==> src/rtl/ds_char_decoder.sv <==
module ds_char_decoder #(
  parameter int SYNC_STAGES = 2,
  parameter int DATA_LEN    = 10,
  parameter int CTRL_LEN    = 4
) (
  input  logic       clk,
  input  logic       rst_n,
  input  logic       ds_d,
  input  logic       ds_s,
  output logic       fifo_wr,
  output logic [8:0] fifo_data,
  output logic       got_fct,
  output logic       got_null,
  output logic       null_seen,
  output logic       tc_valid,
  output logic [7:0] tc_data,
  output logic       par_err,
  output logic       err
);
  localparam int CW = $clog2(DATA_LEN + 1);

  logic [SYNC_STAGES:0] d_sr, s_sr;
  always_ff @(posedge clk) begin
    if (!rst_n) begin
      d_sr <= '0;
      s_sr <= '0;
    end else begin
      d_sr <= {d_sr[SYNC_STAGES-1:0], ds_d};
      s_sr <= {s_sr[SYNC_STAGES-1:0], ds_s};
    end
  end

  wire bit_vld = (d_sr[SYNC_STAGES-1] ^ d_sr[SYNC_STAGES]) |
                 (s_sr[SYNC_STAGES-1] ^ s_sr[SYNC_STAGES]);
  wire bit_in  = d_sr[SYNC_STAGES-1];

  logic [5:0]          win;
  logic                aligned, prev_par, esc;
  logic [CW-1:0]       cnt;
  logic [DATA_LEN-1:0] chr, cur;

  always_comb
    for (int i = 0; i < DATA_LEN; i++)
      cur[i] = (CW'(i) == cnt) ? bit_in : chr[i];

  wire       is_ctrl  = cur[1];
  wire [1:0] code     = {cur[2], cur[3]};
  wire       done     = bit_vld && aligned && !err &&
                        ((cnt == CW'(CTRL_LEN - 1) && is_ctrl) || cnt == CW'(DATA_LEN - 1));
  wire       par_ok   = prev_par ^ cur[0] ^ cur[1];
  wire       esc_bad  = esc && is_ctrl && code != 2'b00;
  wire       null_hit = {win, bit_in} == 7'b1110100;

  always_ff @(posedge clk) begin
    if (!rst_n) begin
      win <= '0; aligned <= 1'b0; prev_par <= 1'b0; esc <= 1'b0;
      cnt <= '0; chr <= '0;
      fifo_wr <= 1'b0; fifo_data <= '0; got_fct <= 1'b0; got_null <= 1'b0;
      null_seen <= 1'b0; tc_valid <= 1'b0; tc_data <= '0;
      par_err <= 1'b0; err <= 1'b0;
    end else begin
      fifo_wr  <= 1'b0;
      got_fct  <= 1'b0;
      got_null <= 1'b0;
      tc_valid <= 1'b0;
      if (bit_vld && !err) begin
        if (!aligned) begin
          win <= {win[4:0], bit_in};
          if (null_hit) begin
            aligned   <= 1'b1;
            null_seen <= 1'b1;
            got_null  <= 1'b1;
            prev_par  <= 1'b0;
            cnt       <= '0;
            chr       <= '0;
          end
        end else if (done) begin
          cnt      <= '0;
          chr      <= '0;
          prev_par <= is_ctrl ? ^cur[3:2] : ^cur[DATA_LEN-1:2];
          if (!par_ok || esc_bad) begin
            err     <= 1'b1;
            par_err <= !par_ok;
          end else if (!is_ctrl) begin
            if (esc) begin
              tc_valid <= 1'b1;
              tc_data  <= cur[9:2];
              esc      <= 1'b0;
            end else begin
              fifo_wr   <= 1'b1;
              fifo_data <= {1'b0, cur[9:2]};
            end
          end else begin
            case (code)
              2'b00: if (esc) begin got_null <= 1'b1; esc <= 1'b0; end
                     else got_fct <= 1'b1;
              2'b01: begin fifo_wr <= 1'b1; fifo_data <= 9'h100; end
              2'b10: begin fifo_wr <= 1'b1; fifo_data <= 9'h101; end
              default: esc <= 1'b1;
            endcase
          end
        end else begin
          chr <= cur;
          cnt <= cnt + 1'b1;
        end
      end
    end
  end

  a_r4_one_event: assert property (@(posedge clk) disable iff (!rst_n)
    $onehot0({fifo_wr, got_fct, got_null, tc_valid}));
  a_r2_nothing_before_null: assert property (@(posedge clk) disable iff (!rst_n)
    (fifo_wr || got_fct || tc_valid) |-> null_seen);
  a_r2_first_null: assert property (@(posedge clk) disable iff (!rst_n)
    $rose(null_seen) |-> got_null);
  a_r2_null_sticky: assert property (@(posedge clk) disable iff (!rst_n)
    null_seen |=> null_seen);
  a_r5_end_code: assert property (@(posedge clk) disable iff (!rst_n)
    (fifo_wr && fifo_data[8]) |-> fifo_data[7:1] == 7'd0);
  a_r7_par_implies_err: assert property (@(posedge clk) disable iff (!rst_n)
    par_err |-> err);
  a_r9_err_sticky: assert property (@(posedge clk) disable iff (!rst_n)
    err |=> err);
  a_r9_err_freezes: assert property (@(posedge clk) disable iff (!rst_n)
    err |=> !(fifo_wr || got_fct || got_null || tc_valid));
endmodule

==> config.mk <==
export PLATFORM = sky130hd
export DESIGN_NAME = ds_char_decoder
export DESIGN_NICKNAME = d
export VERILOG_FILES = /design/src/rtl/ds_char_decoder.sv
export SDC_FILE = /design/constraint.sdc
export NUM_CORES = 1
export LEC_CHECK = 0
export BUFFER_PORTS_ARGS = -buffer_cell sky130_fd_sc_hd__buf_2
export CAP_MARGIN = 15
export CORE_MARGIN = 5
export CORE_UTILIZATION = 37
export DETAILED_ROUTE_END_ITERATION = 12
export SLEW_MARGIN = 0
export SYNTH_ARGS = -nofsm -noshare
export SYNTH_HDL_FRONTEND = slang
export SYNTH_SLANG_ARGS = --single-unit
==> constraint.sdc <==
create_clock -name clk -period 2.3 [get_ports clk]
set_clock_uncertainty 0.15 [all_clocks]
set_input_delay 0.345 -clock clk [delete_from_list [all_inputs] [get_ports clk]]
set_output_delay 0.345 -clock clk [all_outputs]
set_load 0.05 [all_outputs]
Word-level counts from Yosys, hierarchy flattened. Index checks and enable logic that the tools add are counted.

Add/subtract/negate cells: 1. $mul: 0. Divide/modulo/power cells: 0. Magnitude comparators: 0. Equal/unequal tests: 18. Shifts and indexed selects: 0. Mux-type cells: 36. Bitwise logic cells: 12. Reductions and logical operators: 30.

Operator list (count): 10-bit 2-to-1 mux (3); 1-bit 2-to-1 mux (26); 9-bit 2-to-1 mux (2); 9-bit case mux with 2 select lines (1); 3-bit by 4-bit equality test with 1-bit output (first input constant) (4); 4-bit 2-to-1 mux (3); 6-bit AND reduction (2); 2-bit by 4-bit equality test with 1-bit output (first input constant) (2); 4-bit equality test (first input constant) (2); 8-bit parity (1); 7-bit equality test (second input constant) (1); 1-bit logical AND (7); 1-bit NOT (7); 7-bit OR reduction (1); 2-bit AND reduction (3); 3-bit AND reduction (2); 6-bit OR reduction (1); 5-bit AND reduction (1); 5-bit OR reduction (1); 4-bit by 1-bit adder with 4-bit output (second input constant) (1); 1-bit by 4-bit equality test with 1-bit output (first input constant) (1); 4-bit by 2-bit equality test with 1-bit output (second input constant) (1); 4-bit equality test (second input constant) (1); 4-bit logical NOT (1); other kinds (15) (22).

Bits in registers: 53. Latch bits: 0. RAM bits: 0. ROM bits: 0. Word-level logic and storage cells: 114. Memories kept: 0.

Depth between registers and ports, before layout.
Depth after elaboration: 9. Gate-level depth with buffers: 9. Gate-level depth less buffers: 8.

Worst setup path before layout. Ideal clock, no wire load.

Path kind: register to register. From: register cnt[1]. To: register prev_par. Setup time: 0.084 ns. Data arrival time: 2.038 ns. Setup slack: 0.027 ns. Cell stages (with the launch flop): 9. Path buffers: 0. Cell sequence: dfxtp_1 inv_1 ha_1 nand3b_1 mux2_2 xor2_1 xnor3_1 and3_1 o31ai_2.

Word-level cells in the longest chain between the ends: 7. Elaborated cells between the ends (all ways): 30. Those cells by class: 12 x eq/ne; 12 x mux; 6 x reduce/logical.

RTL lines: start: declaration (RTL line 39) `logic [CW-1:0] cnt;`; start signal: assignment (RTL line 104) `cnt <= cnt + 1'b1;`; parallel branches: the longest is 7 deep, another holds 8-bit parity; end signal: assignment (RTL line 80) `prev_par <= is_ctrl ? ^cur[3:2] : ^cur[DATA_LEN-1:2];`; end: declaration (RTL line 38) `logic aligned, prev_par, esc;`.

Several ways; the timed one is not identified. The select of a mux whose other input is x is not followed. A chain may end at the register's enable or synchronous reset.

Worst setup path after layout.
From: register cnt[1]. To: register fifo_data[0].

Word-level cells in the longest chain between the ends: 8. Elaborated cells between the ends (all ways): 29. Those cells by class: 9 x eq/ne; 7 x mux; 3 x bitwise; 10 x reduce/logical.

RTL lines: 4-bit logical NOT (RTL line 44) `cur[i] = (CW'(i) == cnt) ? bit_in : chr[i];`; 1-bit 2-to-1 mux (RTL line 44); 1-bit XOR (2 in a row) (RTL line 50) `wire par_ok = prev_par ^ cur[0] ^ cur[1];`; 1-bit logical NOT (RTL line 81) `if (!par_ok || esc_bad) begin`; 1-bit logical OR (RTL line 81); 1-bit NOT (no source line); 6-bit AND reduction (no source line); end signal: assignment (RTL line 91) `fifo_data <= {1'b0, cur[9:2]};`; end: declaration (RTL line 11) `output logic [8:0] fifo_data,`.

Parallel ways exist; a longest one is shown, timed or not. The select of a mux whose other input is x is not followed.

==> results.rst <==
.. list-table::
   :header-rows: 1

   * - Metric
     - Value
   * - Run status
     - completed
   * - Internal power contribution
     - 0.00117 W
   * - Parity-gate share of the synthesized area counting xor and xnor cells
     - roughly 4.4%
   * - Count of flip-flops with a built-in enable after synthesis
     - 0
   * - Unique cell type count in the Yosys netlist
     - 56
   * - Total CTS buffers
     - 5
   * - Max-cap check violation count
     - 0
   * - Mux share of post-synthesis cell area
     - 10.1%
   * - Power share of the combinational group
     - 5.7%
   * - Routability congestion estimate from global placement
     - 0.809
   * - CP Launch Type
     - register
   * - Clock sinks
     - 53
   * - Mean Syn Cell Area
     - 9.64 um^2
   * - Routed Antenna Nets
     - 0
   * - Class of the tightest hold or removal check
     - in -> reg
   * - X dimension of the die
     - 94.4 um
   * - Final Hold Vio Count
     - 0
   * - #FFs+latches synth
     - 53
   * - Input/output buffers
     - 27
   * - Portion of synthesized cell area occupied by the leading cell type
     - 40.3%
   * - Synthesized netlist net count
     - ~280
   * - Setup tns final
     - 0 ns
   * - Worst setup slack before clock tree synthesis
     - -0.138 ns
   * - Library cell occupying the most area in the post-synthesis netlist
     - sky130_fd_sc_hd__dfxtp_1
   * - Setup repair after global routing missed its margin
     - true
   * - Worst max-slew margin expressed relative to the limit
     - 55.9%
   * - Least-Margin Pin Slew
     - 0.662 ns
   * - Detailed-route wire length
     - between 6000 and 7000 um
   * - Data arrival at the endpoint of the critical path
     - approximately 2.3 ns
   * - Non-filler cells in the finished layout
     - roughly 430
   * - Y dimension of the die
     - between 90 and 100 um
   * - Final setup slack of the worst path
     - 0.0170 ns
   * - DRT iter0 DRCs
     - 110
   * - Maximum clock path buffer count
     - 2
   * - Portion of the post-synthesis area used by sequential elements
     - 40.3%
   * - Area of the die
     - just under 9000 um^2
   * - Drt wl/cell
     - roughly 14 um
   * - CTS tree
     - yes
   * - Post-CTS Hold Buffers
     - 0
   * - Maximum number of pins on one net before global-route repair
     - 22
   * - Achievable Freq
     - ~0.44 GHz
   * - Summed instance area of the synthesized netlist
     - roughly 2600 um^2
   * - Power density over cell area
     - 465 nW/um^2
   * - Via-to-Cell Ratio
     - 5.11
   * - Part of the total power dissipated in sequential elements
     - about three fifths
   * - HPWL Detailed
     - approximately 4300 um
   * - Main combinational cell family by area after synthesis
     - simple AND/OR/NAND/NOR gates
   * - Crit end category
     - register
   * - Max VDD drop
     - between 0.3 and 0.4 mV
   * - Ports placed on the boundary
     - 28
   * - Clock latency reported for the late side of the worst-skew pair
     - 0.31 ns
   * - Main synth FF type
     - sky130_fd_sc_hd__dfxtp_1
   * - Clock root buffer
     - sky130_fd_sc_hd__clkbuf_8
   * - Number of pins exceeding their max-slew limit in the final report
     - 0
   * - Worst endpoint required time
     - 2.35 ns
   * - Starting Density
     - 38.3%
   * - Initial DRT Pass Iterations
     - 4
   * - Share of synthesized cell area in and, or, nand and nor gates
     - 23.0%
   * - Synthesized-area fraction occupied by ao, oa, aoi and oai cells
     - around 15%
   * - Setup violators final
     - 0
   * - Clock network fraction of total power
     - 34.0%
   * - Wire length of the first global-routing pass
     - 10000 um
   * - Fraction of layout cells with a size suffix above 1
     - 37.7%
   * - Fraction of registers with async set or reset after synthesis
     - 0%
   * - Total Nets Final
     - 339
   * - Min Clock Period, post-route
     - 2.28 ns
   * - Final Hold Slack
     - around 0.091 ns
   * - Cell count after placement
     - 416
   * - Leading cell types by total area after synthesis
     - sky130_fd_sc_hd__dfxtp_1 40%, sky130_fd_sc_hd__mux2i_1 5.3%, sky130_fd_sc_hd__nor2_1 5.0%, sky130_fd_sc_hd__a21oi_1 3.6%, sky130_fd_sc_hd__mux2_2 3.4%
   * - Number of global-route vias before repair
     - between 2k and 2.5k
   * - Total number of yosys warnings
     - 0
   * - Leak Pwr
     - about 1.4 nW
   * - NetSw
     - between 0.0003 and 0.0004 W
   * - Cells after Synth
     - 273
   * - Core Region
     - about 6900 um^2
   * - Final cycle utilization of the critical path
     - 99.3%
   * - Fraction of power spent switching nets
     - between 20% and 30%
   * - CP max FO
     - 5
   * - Initial antenna violation count
     - 0
   * - Standard-cell row count
     - 30
   * - Clock slew at the register clock pins of the worst setup and hold paths
     - 0.10 ns
   * - Critical Setup Path Class
     - reg -> reg
   * - Via count
     - 2,189
   * - Area grow syn2layout
     - 25.9%
   * - Adder and majority gate portion of the synthesized area
     - roughly 1.9%
   * - Total global routing overflow
     - 0
   * - Number of H-tree levels
     - 2
   * - Post-route DRC violation count
     - 0
   * - Combined global-route utilization of all metal layers
     - 14.2%
   * - ANT cells
     - 0
## per-layer routing
metal  track usage, %  share of wire [%]
met2             23.8                 49
met3             3.27                4.2
met1             18.1                 46
met5                0                  0
met4             4.33               0.96
## worst max-delay path, stage by stage, from the launching register on
cell and delay, ns:
sky130_fd_sc_hd__dfxtp_2 0.34, sky130_fd_sc_hd__inv_2 0.07, sky130_fd_sc_hd__ha_4 0.14, sky130_fd_sc_hd__nor3b_4 0.25, sky130_fd_sc_hd__mux2i_2 0.32, sky130_fd_sc_hd__buf_4 0.18
sky130_fd_sc_hd__xor2_4 0.26, sky130_fd_sc_hd__nand3_4 0.15, sky130_fd_sc_hd__a31oi_1 0.23, sky130_fd_sc_hd__a21oi_2 0.07
## per-stage QoR
stage / instance area (um^2) / power, W / util (%)
after CTS: 3250 / 0.00156 / 47.3
after global routing: 3310 / 0.00161 / 48.3
after global placement: 3060 / 0.00103 / 44.6
after floorplan: 2630 / 0.00101 / -
after detailed placement: 3060 / 0.00103 / 44.6
final: 3310 / 0.00154 / 48.3
## power groups by stage
| stage | clock, W | combinational [W] | sequential, W |
|---|---|---|---|
| floorplan | 0 | 0.0000493 | 0.000961 |
| CTS | 0.000544 | 0.0000850 | 0.000930 |
| global placement | 0 | 0.0000812 | 0.000951 |
| global route | 0.000583 | 0.0000951 | 0.000931 |
| detailed placement | 0 | 0.0000823 | 0.000951 |
| finish | 0.000524 | 0.0000875 | 0.000930 |
## cell type report
cell class / instances / area (um^2)
clock buffers: 5 / 68.8
inverters: 6 / 22.5
well taps: 96 / 120
repair buffers: 68 / 467
clock inverters: 3 / 17.5
flip-flops and latches: 53 / 1070
multi-input cells: 197 / 1550
fillers: 677 / 3550
## layout by cell type (no fill, tap or decap), types with 3 or more instances in the layout
master                     instances
sky130_fd_sc_hd__buf_2            27
sky130_fd_sc_hd__nor2_1           34
sky130_fd_sc_hd__nor2b_1           6
sky130_fd_sc_hd__a21oi_1          17
sky130_fd_sc_hd__and3_1            3
sky130_fd_sc_hd__o21ai_0           4
sky130_fd_sc_hd__nand4_1          11
sky130_fd_sc_hd__dfxtp_1          49
sky130_fd_sc_hd__nand3b_1          6
sky130_fd_sc_hd__nand3_1           5
sky130_fd_sc_hd__buf_4            37
sky130_fd_sc_hd__mux2i_1          14
sky130_fd_sc_hd__a22oi_1          10
sky130_fd_sc_hd__inv_1             4
sky130_fd_sc_hd__dfxtp_2           4
sky130_fd_sc_hd__clkbuf_8          5
sky130_fd_sc_hd__mux2_2            7
sky130_fd_sc_hd__a31oi_1           8
sky130_fd_sc_hd__nand2_1           5
sky130_fd_sc_hd__buf_6             3
sky130_fd_sc_hd__and2_1            6
sky130_fd_sc_hd__nor2_2            4
## synthesized netlist by cell type, types with 2 or more instances
library cell / n
sky130_fd_sc_hd__a211oi_2: 2
sky130_fd_sc_hd__a21o_1: 2
sky130_fd_sc_hd__a21oi_1: 19
sky130_fd_sc_hd__a22oi_1: 10
sky130_fd_sc_hd__a31oi_1: 9
sky130_fd_sc_hd__and2_1: 6
sky130_fd_sc_hd__and2b_1: 2
sky130_fd_sc_hd__and3_1: 3
sky130_fd_sc_hd__buf_2: 4
sky130_fd_sc_hd__buf_6: 4
sky130_fd_sc_hd__clkbuf_1: 8
sky130_fd_sc_hd__dfxtp_1: 53
sky130_fd_sc_hd__ha_1: 4
sky130_fd_sc_hd__inv_1: 6
sky130_fd_sc_hd__mux2_2: 8
sky130_fd_sc_hd__mux2i_1: 14
sky130_fd_sc_hd__nand2_1: 7
sky130_fd_sc_hd__nand2b_1: 2
sky130_fd_sc_hd__nand3_1: 5
sky130_fd_sc_hd__nand3b_1: 6
sky130_fd_sc_hd__nand4_1: 11
sky130_fd_sc_hd__nor2_1: 35
sky130_fd_sc_hd__nor2_2: 3
sky130_fd_sc_hd__nor2b_1: 6
sky130_fd_sc_hd__nor3_1: 3
sky130_fd_sc_hd__o211ai_1: 2
sky130_fd_sc_hd__o21ai_0: 6
sky130_fd_sc_hd__xnor2_1: 2
sky130_fd_sc_hd__xnor2_2: 2
sky130_fd_sc_hd__xor2_1: 3
## path summary, 6_finish.rpt
check,to,from,slack [ns],cells after the start
min reg2reg,d_sr[1]$_SDFF_PN0_,d_sr[0]$_SDFF_PN0_,0.29,1
min,d_sr[0]$_SDFF_PN0_,ds_d,0.09,2
max,fifo_data[0]$_SDFFE_PN0P_,cnt[1]$_SDFFE_PN0P_,0.02,9
max reg2reg,fifo_data[0]$_SDFFE_PN0P_,cnt[1]$_SDFFE_PN0P_,0.02,9
## cells by family (layout without fill, tap and decap cells)
logic type / count (synthesis) / count (layout)
XOR/XNOR: 9 / 9
flip-flops: 53 / 53
AND/OR/NAND/NOR: 101 / 102
buffers and inverters: 24 / 82
AO/OA/AOI/OAI: 58 / 58
adder cells (fa/ha/maj): 4 / 4
multiplexers: 24 / 24
## what timing repair did
item / in CTS / in global routing
setup buffers: 2 / 1
cloned: 1 / 0
pin swaps: 9 / 11
setup endpoints to repair: 19 / 36
resized for setup: 16 / 16
## state kept, by name, indices dropped and copies added, names as in the netlist
signal / count
chr: 10
fifo_data: 9
tc_data: 8
win: 6
cnt: 4
d_sr: 3
s_sr: 3
aligned: 1
err: 1
esc: 1
fifo_wr: 1
got_fct: 1
got_null: 1
null_seen: 1
par_err: 1
prev_par: 1
tc_valid: 1
(Power assumes the default switching activity.)
